--- src/rtl/enc_bist_pkg.sv ---
package enc_bist_pkg;
   typedef enum logic [1:0] {
      SRC_FIFO   = 2'd0,
      SRC_DIRECT = 2'd1,
      SRC_PACKER = 2'd2,
      SRC_CTRL   = 2'd3
   } src_e;
endpackage

--- src/rtl/enc_bist_lfsr_step.sv ---
module enc_bist_lfsr_step #(
   parameter int W     = 9,
   parameter int TAP_B = 5
) (
   input  logic [W-1:0] cur_char,
   output logic [W-1:0] nxt_char
);
   logic [W-1:0] cur_st;
   logic [W-1:0] nxt_st;

   assign cur_st = ~cur_char;

   // Shift toward the high end; the feedback bit enters at bit 0.
   genvar i;
   generate
      for (i = 1; i < W; i++) begin : g_shift
         assign nxt_st[i] = cur_st[i-1];
      end
   endgenerate
   assign nxt_st[0] = cur_st[W-1] ^ cur_st[TAP_B-1];

   assign nxt_char = ~nxt_st;
endmodule

--- src/rtl/enc_bist_src_mux.sv ---
module enc_bist_src_mux
   import enc_bist_pkg::*;
#(
   parameter int W = 9
) (
   input  logic [1:0]   sel,
   input  logic [W-1:0] fifo_c,
   input  logic [W-1:0] direct_c,
   input  logic [W-1:0] packer_c,
   input  logic [W-1:0] ctrl_c,
   output logic [W-1:0] pick
);
   always_comb begin
      unique case (src_e'(sel))
         SRC_FIFO:   pick = fifo_c;
         SRC_DIRECT: pick = direct_c;
         SRC_PACKER: pick = packer_c;
         SRC_CTRL:   pick = ctrl_c;
         default:    pick = fifo_c;
      endcase
   end
endmodule

--- src/rtl/enc_bist_hold_reg.sv ---
module enc_bist_hold_reg #(
   parameter int           W         = 9,
   parameter int           TAP_B     = 5,
   parameter logic [W-1:0] SEED_CHAR = '1
) (
   input  logic         clk,
   input  logic         rst_n,
   input  logic         bist_en_n,
   input  logic [W-1:0] src_char,
   output logic [W-1:0] hold_q,
   output logic         bist_act
);
   logic [W-1:0] step_char;

   enc_bist_lfsr_step #(.W(W), .TAP_B(TAP_B)) u_step (
      .cur_char (hold_q),
      .nxt_char (step_char)
   );

   always_ff @(posedge clk or negedge rst_n) begin
      if (!rst_n) begin
         hold_q   <= '0;
         bist_act <= 1'b0;
      end else if (!bist_en_n) begin
         bist_act <= 1'b1;
         hold_q   <= bist_act ? step_char : SEED_CHAR;
      end else begin
         bist_act <= 1'b0;
         hold_q   <= src_char;
      end
   end
endmodule

--- src/rtl/enc_bist_seq_chk.sv ---
module enc_bist_seq_chk #(
   parameter int W     = 9,
   parameter int TAP_B = 5,
   parameter int ERR_W = 8
) (
   input  logic             clk,
   input  logic             rst_n,
   input  logic             chk_en_n,
   input  logic             rx_valid,
   input  logic [W-1:0]     rx_char,
   output logic             locked,
   output logic             mismatch,
   output logic [ERR_W-1:0] errs
);
   localparam logic [ERR_W-1:0] ERR_MAX = '1;

   logic [W-1:0] exp_q;
   logic [W-1:0] base_char;
   logic [W-1:0] succ_char;
   logic         differ;

   // Before lock the successor of the received character seeds the
   // prediction; after lock the prediction walks on by itself.
   assign base_char = locked ? exp_q : rx_char;
   assign differ    = locked && (rx_char != exp_q);

   enc_bist_lfsr_step #(.W(W), .TAP_B(TAP_B)) u_step (
      .cur_char (base_char),
      .nxt_char (succ_char)
   );

   always_ff @(posedge clk or negedge rst_n) begin
      if (!rst_n) begin
         locked   <= 1'b0;
         mismatch <= 1'b0;
         errs     <= '0;
         exp_q    <= '0;
      end else if (chk_en_n) begin
         locked   <= 1'b0;
         mismatch <= 1'b0;
         errs     <= '0;
      end else if (!rx_valid) begin
         mismatch <= 1'b0;
      end else begin
         locked   <= 1'b1;
         exp_q    <= succ_char;
         mismatch <= differ;
         if (differ && errs != ERR_MAX) errs <= errs + 1'b1;
      end
   end
endmodule

--- src/rtl/enc_bist_reg.sv ---
module enc_bist_reg #(
   parameter int CODE_W = 8,
   parameter int TAP_B  = 5,
   parameter int SEED   = 1,
   parameter int ERR_W  = 8
) (
   input  logic                clk,
   input  logic                rst_n,
   input  logic                bist_en_n,
   input  logic [1:0]          src_sel,
   input  logic [CODE_W:0]     fifo_char,
   input  logic [CODE_W:0]     direct_char,
   input  logic [CODE_W:0]     packer_char,
   input  logic [CODE_W:0]     ctrl_char,
   output logic [CODE_W:0]     enc_char,
   input  logic                chk_en_n,
   input  logic                rx_valid,
   input  logic [CODE_W:0]     rx_char,
   output logic                chk_locked,
   output logic                chk_mismatch,
   output logic [ERR_W-1:0]    chk_errs
);
   localparam int                CHAR_W    = CODE_W + 1;
   localparam logic [CHAR_W-1:0] SEED_ST   = CHAR_W'(SEED);
   localparam logic [CHAR_W-1:0] SEED_CHAR = ~SEED_ST;

   generate
      if (CODE_W < 2 || CODE_W > 30) begin : g_bad_code
         $error("enc_bist_reg: CODE_W out of range");
      end
      if (TAP_B < 1 || TAP_B >= CHAR_W) begin : g_bad_tap
         $error("enc_bist_reg: TAP_B must lie inside the register");
      end
      if (SEED_ST == '0) begin : g_bad_seed
         $error("enc_bist_reg: SEED must be non-zero in the register width");
      end
      if (ERR_W < 1 || ERR_W > 32) begin : g_bad_err
         $error("enc_bist_reg: ERR_W out of range");
      end
   endgenerate

   logic [CHAR_W-1:0] src_pick;
   logic              bist_act;

   enc_bist_src_mux #(.W(CHAR_W)) u_mux (
      .sel      (src_sel),
      .fifo_c   (fifo_char),
      .direct_c (direct_char),
      .packer_c (packer_char),
      .ctrl_c   (ctrl_char),
      .pick     (src_pick)
   );

   enc_bist_hold_reg #(.W(CHAR_W), .TAP_B(TAP_B), .SEED_CHAR(SEED_CHAR)) u_hold (
      .clk       (clk),
      .rst_n     (rst_n),
      .bist_en_n (bist_en_n),
      .src_char  (src_pick),
      .hold_q    (enc_char),
      .bist_act  (bist_act)
   );

   enc_bist_seq_chk #(.W(CHAR_W), .TAP_B(TAP_B), .ERR_W(ERR_W)) u_chk (
      .clk      (clk),
      .rst_n    (rst_n),
      .chk_en_n (chk_en_n),
      .rx_valid (rx_valid),
      .rx_char  (rx_char),
      .locked   (chk_locked),
      .mismatch (chk_mismatch),
      .errs     (chk_errs)
   );
endmodule

--- config.mk ---
export PLATFORM = sky130hd
export DESIGN_NAME = enc_bist_reg
export DESIGN_NICKNAME = d
export VERILOG_FILES = /design/src/rtl/enc_bist_pkg.sv /design/src/rtl/enc_bist_lfsr_step.sv /design/src/rtl/enc_bist_src_mux.sv /design/src/rtl/enc_bist_hold_reg.sv /design/src/rtl/enc_bist_seq_chk.sv /design/src/rtl/enc_bist_reg.sv
export SDC_FILE = /design/constraint.sdc
export NUM_CORES = 1
export LEC_CHECK = 0
export BUFFER_PORTS_ARGS = -buffer_cell sky130_fd_sc_hd__buf_4
export CORE_MARGIN = 5
export CORE_UTILIZATION = 43
export DETAILED_ROUTE_END_ITERATION = 7
export GPL_ROUTABILITY_DRIVEN = 0
export GPL_TIMING_DRIVEN = 1
export HOLD_SLACK_MARGIN = 0.08
export PLACE_DENSITY_LB_ADDON = 0.3
export SYNTH_ARGS = -nofsm -noshare
export SYNTH_HDL_FRONTEND = slang
export SYNTH_HIERARCHICAL = 1
export SYNTH_SLANG_ARGS = --single-unit
--- constraint.sdc ---
create_clock -name clk -period 1.9 [get_ports clk]
set_input_delay 0.095 -clock clk [delete_from_list [all_inputs] [get_ports clk]]
set_output_delay 0.095 -clock clk [all_outputs]
set_load 0.01 [all_outputs]
==> flow_summary.toml <==
[global_route]
grt_pass1_vias = 1503
antenna_found_initial = 0
grt_pass1_wl_um = 6980
grt_use_met3_pct = 6.28
grt_use_met2_pct = 28.1
grt_overflow_total = 0
grt_start_max_net_pins = 30
busiest_layer = "met2"
grt_usage_pct = 16.4
grtUsageMet1_pct = 19.1

[cts]
numCtsBuffers = 5
cts_root_buf = "clkbuf_8"
clk_latency_ns = 0.28
cts_max_path_buffers = 2
cts_tree = "done"
clk_pin_slew_ns = 0.07
clkSinkCount = 29
h-tree-depth = 2

[sta]
setup_viol = 0
max_slew.worst_pin.slew_ns = 0.435
clock_skew_ns = 0.00648
hold_viol = 0
finalCriticalPeriod_ns = 1.81
min_period_over_period_pct = 95.3
max_freq_mhz = 552
finalSetupTns_ns = 0
slew_viol_final = 0
slew_headroom_pct = 71.0
rsz0062_at_grt = "no"

[worst_setup_path]
reg2reg_from = "u_chk/errs[0]"
crit_buf_inv = 0
rrSetupSlack_ns = 0.09
max_stage_delay_ns = 0.41
cp.required_ns = 2.07
cp_top_family = "simple AND/OR/NAND/NOR gates"
cp_max_fo = 6
r2r-end = "u_chk/errs[4]"
arrival_ns = 1.98
critPathCaptureType = "register"
crit_slowest_cell = "dfrtp_1"
reg2regPathDepth = 6
crit_chain = "ha_1 -> nand3_1 -> o21a_1 -> nand2_1 -> nor4b_2 -> mux2_2"
start_kind = "register"
worstSetupPathType = "reg -> reg"

[routing]
drtPass1Iterations = 4
drtIter0Drc = 40
vias = 1405
avgViaCountPerCell = 5.32
drc = 0
wl_per_cell_um = 16.1
wl_um = 4250
ant_nets = 0

[outcome]
status = "completed"

[layout]
final_core_util_pct = 59.1
nets = 266
final_common_cell = "buf_4"
area_delta_synth_final_pct = 32.7
drive_gt1_share_pct = 53.3
antenna_cells = 0
fill_cells = 345
final_cell_mix = "buf_4, dfrtp_1, mux2_2"

[synthesis]
syn_inst = 150
yosysWarnings = 6
post_synth_num_cell_types = 35
synth_seq_area_share_pct = 40.4
syn-num-nets = 203
ys_ff_latch = 29
syn_area_per_cell_um2 = 12.0
syn_area_um2 = 1800

[place]
portBuffers = 70
dpl.hpwl_um = 3340

[power]
p_per_area_nw_per_um2 = 705
power.leakage_uw = 0.00106
ir_drop_v = 0.000415

[floorplanning]
dieHeight_um = 74.6
dieWidth_um = 74.6
rows = 23
core_um2 = 4030
pin_count = 71
die_area_um2 = 5570
start_util_pct = 44.6

[min_path]
hp-class = "in -> reg"
hold-path-cell-count = 3
min_to = "u_chk/exp_q[4]"
hold_path_startpoint = "rx_char[3]"

[flow_run]
cap_violations = 0
report_power, final:
group	switching, uW	leakage (uW)	internal [uW]
registers	68.9	0.000352	693
logic	158	0.000661	268
clock network	238	0.0000450	253
total	465	0.00106	1210
worst min-delay path: cells and delay by family:
family	cells	cell delay (ns)
buf+inv	1	0.09
mux	2	0.26
how the worst max path moves through the flow:
stage	from	to	slack, ns	cells after the start
after detailed placement	u_chk/errs[0]	u_chk/errs[4]	0.09	6
after global placement	u_chk/errs[0]	u_chk/errs[4]	0.16	6
after global routing	u_chk/errs[0]	u_chk/errs[4]	0.02	6
after floorplan	u_chk/errs[0]	u_chk/errs[4]	0.18	6
after CTS	u_chk/errs[0]	u_chk/errs[4]	0.07	6
final	u_chk/errs[0]	u_chk/errs[4]	0.09	6
layer usage:
metal	up-vias	wire [um]
li1	658	-
met1	680	1600
met2	62	2160
met3	5	440
met4	0	38
met5	-	0
flip-flops by register name, summed over array words and instances (netlist names):
name and flops:
u_chk/exp_q 9, u_chk/errs 8, u_hold/hold_q 9, u_chk/mismatch 1, u_chk/locked 1, u_hold/bist_act 1
layout make-up:
cell class	instances	area (um^2)	area share, %
tap	50	62.6	2.63
multi-input combinational	95	895	37.6
clock inverter	2	10.0	0.420
clock buffer	6	72.6	3.05
sequential	29	726	30.5
inverter	3	11.3	0.473
timing repair buffer	79	606	25.4
cell families (layout without fill, tap and decap cells):
family,Yosys count,in the layout,synth area share (%)
AND/OR/NAND/NOR,32,32,11.6
AO/OA/AOI/OAI,22,22,8.01
XOR/XNOR,11,11,5.37
multiplexers,29,29,23.8
adder cells (fa/ha/maj),1,1,0.697
flip-flops,29,29,40.4
buffers and inverters,26,90,10.1
metrics by stage:
stage	power (uW)	area, um^2	cells	setup slack, ns	hold slack [ns]
after floorplan	1070	1800	150	0.184	-0.201
after global placement	1180	2240	250	0.159	0.0354
after detailed placement	1200	2240	250	0.0883	0.0440
after CTS	1700	2370	263	0.0662	0.173
after global routing	1770	2380	264	0.0199	0.190
final	1680	2380	264	0.0893	0.181
cells in the mapped netlist:
library cell | n | area, um^2
nand2_1 | 5 | 18.8
or3_1 | 2 | 12.5
ha_1 | 1 | 12.5
mux2_1 | 1 | 11.3
nand2b_4 | 1 | 13.8
mux2_2 | 19 | 214
buf_1 | 1 | 3.75
clkbuf_2 | 1 | 5.00
o21ai_0 | 4 | 20.0
xor2_1 | 2 | 17.5
nor2b_1 | 3 | 18.8
o21a_1 | 1 | 7.51
nand3_1 | 5 | 25.0
xnor2_1 | 9 | 78.8
nor3b_1 | 1 | 7.51
nand4_2 | 1 | 12.5
buf_4 | 16 | 120
clkbuf_1 | 2 | 7.51
mux4_2 | 9 | 203
dfrtp_1 | 29 | 726
or3b_1 | 1 | 8.76
o22a_1 | 7 | 61.3
nor4b_1 | 1 | 8.76
or3_2 | 1 | 7.51
o21ai_1 | 1 | 5.00
or4_1 | 2 | 15.0
and3_1 | 1 | 6.26
nor4_4 | 1 | 21.3
buf_6 | 3 | 33.8
a21oi_1 | 7 | 35.0
nand4_1 | 1 | 6.26
nor2_1 | 5 | 18.8
o31ai_1 | 2 | 15.0
inv_1 | 3 | 11.3
nor4_1 | 1 | 6.26
what timing repair did:
action | 4_1_cts | 5_1_grt
hold endpoints to repair | 38 | 0
endpoints found under the setup margin | 0 | 3
hold buffers | 5 | 0
gates resized for setup | 0 | 1
buffers inserted | 0 | 1
(Power assumes the default switching activity.)
